[config.mk]
export PLATFORM = sky130hd
export DESIGN_NAME = dual_ratio_clkdiv
export DESIGN_NICKNAME = d
export VERILOG_FILES = /design/src/rtl/clkdiv_pkg.sv /design/src/rtl/clkdiv_run_gate.sv /design/src/rtl/clkdiv_bank.sv /design/src/rtl/dual_ratio_clkdiv.sv
export SDC_FILE = /design/constraint.sdc
export NUM_CORES = 1
export LEC_CHECK = 0
export CAP_MARGIN = 20
export CELL_PAD_IN_SITES_DETAIL_PLACEMENT = 0
export CELL_PAD_IN_SITES_GLOBAL_PLACEMENT = 1
export CORE_ASPECT_RATIO = 1.5
export CORE_MARGIN = 5
export CORE_UTILIZATION = 47
export CTS_CLUSTER_DIAMETER = 50
export DETAILED_ROUTE_END_ITERATION = 6
export DONT_BUFFER_PORTS = 1
export PLACE_DENSITY_LB_ADDON = 0.1
export SYNTH_ARGS = -nofsm -noshare
export SYNTH_HDL_FRONTEND = slang
export SYNTH_SLANG_ARGS = --single-unit
[constraint.sdc]
create_clock -name clk_i -period 3.73 [get_ports clk_i]
set_input_delay 0.5595 -clock clk_i [delete_from_list [all_inputs] [get_ports clk_i]]
set_output_delay 0.5595 -clock clk_i [all_outputs]
set_load 0.01 [all_outputs]
[src/rtl/clkdiv_pkg.sv]
package clkdiv_pkg;
  localparam logic [1:0] SELB_QUARTER = 2'b00;
  localparam logic [1:0] SELB_SIXTH   = 2'b01;

  function automatic int unsigned max5(input int unsigned a, input int unsigned b,
                                       input int unsigned c, input int unsigned d,
                                       input int unsigned e);
    int unsigned m;
    m = a;
    if (b > m) m = b;
    if (c > m) m = c;
    if (d > m) m = d;
    if (e > m) m = e;
    return m;
  endfunction
endpackage

[src/rtl/clkdiv_run_gate.sv]
// Run flag captured on the falling edge so gating only moves while clk is low.
module clkdiv_run_gate (
  input  logic clk_i,
  input  logic rst_ni,
  input  logic run_ni,
  output logic run_o
);
  always_ff @(negedge clk_i or negedge rst_ni) begin
    if (!rst_ni) run_o <= 1'b0;
    else         run_o <= ~run_ni;
  end
endmodule

[src/rtl/clkdiv_bank.sv]
module clkdiv_bank #(
  parameter int unsigned CW = 3
) (
  input  logic          clk_i,
  input  logic          rst_ni,
  input  logic          step_i,
  input  logic          clr_i,
  input  logic [CW-1:0] ratio_i,
  output logic          q_o
);
  logic [CW-1:0] cnt_q, ratio_q, eff, cnt_nx;
  logic          start;

  // ratio is latched only when a period starts (count 0)
  assign start  = (cnt_q == '0);
  assign eff    = start ? ratio_i : ratio_q;
  assign cnt_nx = (cnt_q == eff - 1'b1) ? '0 : cnt_q + 1'b1;

  always_ff @(posedge clk_i or negedge rst_ni) begin
    if (!rst_ni) begin
      cnt_q   <= '0;
      ratio_q <= '0;
      q_o     <= 1'b0;
    end else if (clr_i) begin
      cnt_q <= '0;
      q_o   <= 1'b0;
    end else if (step_i) begin
      cnt_q <= cnt_nx;
      q_o   <= (cnt_nx != '0) && (cnt_nx <= (eff >> 1));
      if (start) ratio_q <= ratio_i;
    end
  end
endmodule

[src/rtl/dual_ratio_clkdiv.sv]
module dual_ratio_clkdiv #(
  parameter int unsigned DIV_A_LO = 2,
  parameter int unsigned DIV_A_HI = 4,
  parameter int unsigned DIV_B_00 = 4,
  parameter int unsigned DIV_B_01 = 6,
  parameter int unsigned DIV_B_1X = 5
) (
  input  logic       clk_i,
  input  logic       rst_ni,
  input  logic       run_ni,
  input  logic       mr_i,
  input  logic       sel_a_i,
  input  logic [1:0] sel_b_i,
  output logic       div_a_o,
  output logic       div_b_o
);
  import clkdiv_pkg::*;

  localparam int unsigned MAXR   = max5(DIV_A_LO, DIV_A_HI, DIV_B_00, DIV_B_01, DIV_B_1X);
  localparam int unsigned CW     = $clog2(MAXR + 1);
  localparam int unsigned NBANKS = 2;

  logic          run_q;
  logic [CW-1:0] ratio [NBANKS];
  logic          qv    [NBANKS];

  clkdiv_run_gate u_gate (
    .clk_i  (clk_i),
    .rst_ni (rst_ni),
    .run_ni (run_ni),
    .run_o  (run_q)
  );

  always_comb begin
    ratio[0] = sel_a_i ? CW'(DIV_A_HI) : CW'(DIV_A_LO);
    case (sel_b_i)
      SELB_QUARTER: ratio[1] = CW'(DIV_B_00);
      SELB_SIXTH:   ratio[1] = CW'(DIV_B_01);
      default:      ratio[1] = CW'(DIV_B_1X);
    endcase
  end

  for (genvar g = 0; g < NBANKS; g++) begin : g_bank
    clkdiv_bank #(.CW(CW)) u_bank (
      .clk_i   (clk_i),
      .rst_ni  (rst_ni),
      .step_i  (run_q),
      .clr_i   (mr_i),
      .ratio_i (ratio[g]),
      .q_o     (qv[g])
    );
  end

  assign div_a_o = qv[0];
  assign div_b_o = qv[1];
endmodule


# --- Word-level counts from Yosys, hierarchy flattened ---
# Cells that the tools add are included.
totals:
  regBits: 15
  elab_cells: 41
  output_inout_bits: 2
op_classes:
  add_sub_neg: 4
  n_mux: 14
  eq_ne: 3
  reduce_logical: 9
  order_cmp: 2
  bitwise: 2
ops:
  columns: ["cell", "n"]
  rows:
  - ["3-bit two-way mux", 9]
  - ["3-bit by 1-bit adder with 3-bit output, second input constant", 2]
  - ["3-bit equality test", 2]
  - ["3-bit by 2-bit <= comparator with 1-bit output", 2]
  - ["3-bit zero test", 2]
  - ["3-bit nonzero test", 2]
  - ["3-bit by 1-bit subtractor with 3-bit output, second input constant", 2]
  - ["1-bit two-way mux", 4]
  - ["2-bit case mux with 2 select lines", 1]
  - ["2-bit by 1-bit equality test with 1-bit output, second input constant", 1]
  - ["1-bit logical AND", 2]
  - ["2-bit zero test", 1]
  - ["1-bit NOT", 2]
  - ["2-bit AND reduction", 1]
  - ["2-bit nonzero test", 1]

# --- Depth between registers and ports, before layout ---
logic_depth:
  word_depth: 10
  mapped_depth: 15
  ltp_nobuf: 15

# --- Modules after synthesis ---
# A second synthesis with hierarchy kept.
unflattened:
  hier_cells: 111
  area_unflattened_um2: 1082.3
by_module_without_submodules:
  columns: ["module", "seq_area_each_um2", "cells_per_inst", "instances", "area_per_inst_um2"]
  rows:
  - ["clkdiv_bank at g_bank[0].u_bank", 175.2, 54, 1, 533.0]
  - ["clkdiv_bank at g_bank[1].u_bank", 175.2, 50, 1, 499.2]
  - ["clkdiv_run_gate", 25.0, 2, 1, 28.8]
  - ["dual_ratio_clkdiv", 0.0, 5, 1, 21.3]

==> flow_metrics.tcl <==
set metrics [dict create \
    worst-slew-pin-transition_ps 635 \
    syn_area_per_cell_um2 9.52 \
    arrival_ps 3350 \
    clock_path_buffers 2 \
    grt_usage 0.146 \
    finalSetupTns_ps 0 \
    n_antenna_cell 0 \
    power-per-cell-area_nw_per_um2 577 \
    report.power.total_uw 625 \
    cts_resized 0 \
    dieWidth_um 48.2 \
    start_util 0.501 \
    multi_input_area_um2 604 \
    placed_area_um2 1040 \
    clk_latency_ps 280 \
    fp.dieH_um 67.3 \
    synth-seq-cells 15 \
    place.gp.congestion 0.782 \
    hold_ws_ps 330 \
    p_leak_nw 0.494 \
    crit_path_end_kind "register" \
    crit_fanout 4 \
    htreeDepth 1 \
    drtIter0Drc 18 \
    crit_chain "inv_1 > ha_1 > nor2b_1 > nand2_1 > o21a_1 > inv_1 > ha_1 > xnor2_1 > nor3_2 > or2_2 > ha_1 > nor2_1 > a2111oi_0 > nand2_1 > o21ai_0" \
    port_buffers 0 \
    ios 9 \
    clkPwrFrac 0.144 \
    setup_viol 0 \
    antenna_found_initial 0 \
    dr_total_vias 756 \
    slew_headroom 0.575 \
    grt_pass1_vias 781 \
    synth_cell_types 36 \
    final_nets 127 \
    fmax_ghz 0.317 \
    combPwrFrac 0.483 \
    critPathKind "register to register" \
    p_switching_uw 250 \
    startpoint_type "register" \
    dp_hpwl_um 1590 \
    cts_tree "yes" \
    synth_warnings 0 \
    nFillCells 194 \
    grt_max_degree 15 \
    route.detailed.drc 0 \
    fin_skew_ps 6.48 \
    antenna_left 0 \
    max_cap_violations 0 \
    core_area_um2 2050 \
    p_int_uw 374 \
    rsz0062_at_grt "false" \
    slew_violations 0 \
    clk_pin_slew_worst_paths_ps 90 \
    area_delta_synth_final_pct 5.23 \
    yosysSeqAreaShare 0.365 \
    synth_cells 108 \
    dr.pass1.iters 4 \
    numCtsBuffers 3 \
    post_drt_wl_per_cell_um 14.7 \
    max_stage_delay_ps 400 \
    crit_top_cell "ha_1" \
    num_rows 20 \
    switching_share 0.401 \
    ir_worst_vdd_mv 0.321 \
    pwr-share-seq 0.373 \
    status "finished, final reports clean" \
    min_path_type "input pin to register" \
    synth_nets 123 \
    worst_path_max_delay_cell "dfrtp_1" \
    cts_sinks 15 \
    dieArea_um2 3240 \
    final_area_um2 1080 \
    seqCellArea_um2 375 \
    crit_family "simple AND/OR/NAND/NOR gates" \
    fin_crit_sh 0.846 \
    grt_overflow_total 0 \
    drive_above_1_share 0.162 \
    min_period_ps 3160 \
    cts_root_buf "clkbuf_4" \
    synth.cell_area_um2 1030 \
    grt_pass1_wl_um 3360 \
    crit_buf_inv 2 \
    via_per_inst 5.68 \
    required_ps 3930 \
    drt-total-wl_um 1960 \
    timing_hold_violations_final 0 \
]
kinds of logic after synthesis:
group,count (synthesis),synth area share
adder cells (fa/ha/maj),8,0.0973
buffers and inverters,11,0.0474
multiplexers,7,0.0864
AO/OA/AOI/OAI,22,0.135
flip-flops,15,0.365
AND/OR/NAND/NOR,38,0.202
XOR/XNOR,7,0.0669
flip-flops by register name, indices dropped and copies added (netlist names):
signal and count:
g_bank.u_bank.q_o 2, g_bank.u_bank.ratio_q 6, u_gate.run_o 1, g_bank.u_bank.cnt_q 6
final cells by class:
class,count,share of cell area
inverter,8,0.0277
sequential,15,0.347
tap,22,0.0254
clock inverter,1,0.00462
timing repair buffer,2,0.0162
multi-input combinational,82,0.558
clock buffer,3,0.0208
final timing paths:
kind                                                              start                                       to  slack [ps]  cells past startpoint
worst min register to register  g_bank[1].u_bank.ratio_q[1]$_DFFE_PN0P_  g_bank[1].u_bank.ratio_q[1]$_DFFE_PN0P_         510                      1
max in group asynchronous                                        rst_ni                   u_gate.run_o$_DFF_NN0_        1920                      0
min in group asynchronous                                        rst_ni    g_bank[0].u_bank.cnt_q[2]$_DFFE_PN0P_         740                      1
worst max register to register    g_bank[0].u_bank.cnt_q[0]$_DFFE_PN0P_         g_bank[0].u_bank.q_o$_DFFE_PN0P_         570                     15
worst max-delay path              g_bank[0].u_bank.cnt_q[0]$_DFFE_PN0P_         g_bank[0].u_bank.q_o$_DFFE_PN0P_         570                     15
worst min-delay path                                               mr_i    g_bank[0].u_bank.cnt_q[0]$_DFFE_PN0P_         330                      1
layout by cell type (no fill, tap or decap), types with 2 or more instances in the layout:
cell / count
o21ai_0: 6
nor2_1: 9
xnor2_1: 3
nor2b_1: 3
inv_1: 8
nand2_1: 10
o211ai_1: 2
nand2b_1: 6
dfrtp_1: 14
ha_1: 8
o32ai_1: 2
clkbuf_4: 3
a21oi_1: 6
xor2_1: 3
mux2_2: 5
routing by layer:
layer	up-vias	share of wire	track usage
met5	-	0	0
met4	0	0.016	0.0707
met3	4	0.022	0.0160
met2	8	0.56	0.252
met1	363	0.40	0.167
li1	381	-	-
cells in the mapped netlist:
| library cell | number | area share |
|---|---|---|
| inv_1 | 8 | 0.029 |
| ha_1 | 8 | 0.097 |
| nor4_2 | 1 | 0.012 |
| nor3_1 | 1 | 0.0049 |
| or2_2 | 1 | 0.0061 |
| a2111oi_0 | 1 | 0.0085 |
| dfrtn_1 | 1 | 0.024 |
| nor3_2 | 1 | 0.0097 |
| nor2_1 | 9 | 0.033 |
| nand3_1 | 1 | 0.0049 |
| buf_6 | 1 | 0.011 |
| mux2_2 | 5 | 0.055 |
| mux2i_4 | 1 | 0.022 |
| nor2b_1 | 3 | 0.018 |
| xor2_1 | 3 | 0.026 |
| or3_1 | 1 | 0.0061 |
| o311ai_1 | 1 | 0.0085 |
| a22oi_1 | 1 | 0.0073 |
| clkbuf_1 | 2 | 0.0073 |
| nand2b_1 | 6 | 0.037 |
| nor3b_2 | 1 | 0.012 |
| o21a_1 | 1 | 0.0073 |
| and3_2 | 1 | 0.0073 |
| nand2_1 | 10 | 0.037 |
| mux2i_1 | 1 | 0.0097 |
| dfrtp_1 | 14 | 0.34 |
| xnor2_1 | 3 | 0.026 |
| a311oi_1 | 1 | 0.0085 |
| xnor2_2 | 1 | 0.016 |
| o21ai_0 | 6 | 0.029 |
| a21oi_1 | 6 | 0.029 |
| o211ai_1 | 2 | 0.015 |
| nand3b_1 | 1 | 0.0073 |
| and2_2 | 1 | 0.0073 |
| o21ai_1 | 1 | 0.0049 |
| o32ai_1 | 2 | 0.017 |
metrics by stage:
step	cells	setup WS, ps	util
CTS	133	522	0.527
global route	133	302	0.527
finish	133	575	0.527
detailed placement	128	561	0.509
floorplan	108	669	-
global placement	128	624	0.509
what timing repair did:
| action | 4_1_cts | 5_1_grt |
|---|---|---|
| hold buffers | 1 | 0 |
| endpoints found under the hold margin | 14 | 0 |
| setup endpoints to repair | 0 | 0 |
| setup buffers | 0 | 0 |
power groups by stage:
stage	Combinational, mW	Sequential [mW]	Clock (mW)
2_1_floorplan	0.267	0.228	0
6_report	0.302	0.233	0.0900
3_3_place_gp	0.293	0.236	0
5_1_grt	0.334	0.239	0.108
3_5_place_dp	0.299	0.238	0
4_1_cts	0.305	0.234	0.0952
(Power assumes the default switching activity.)
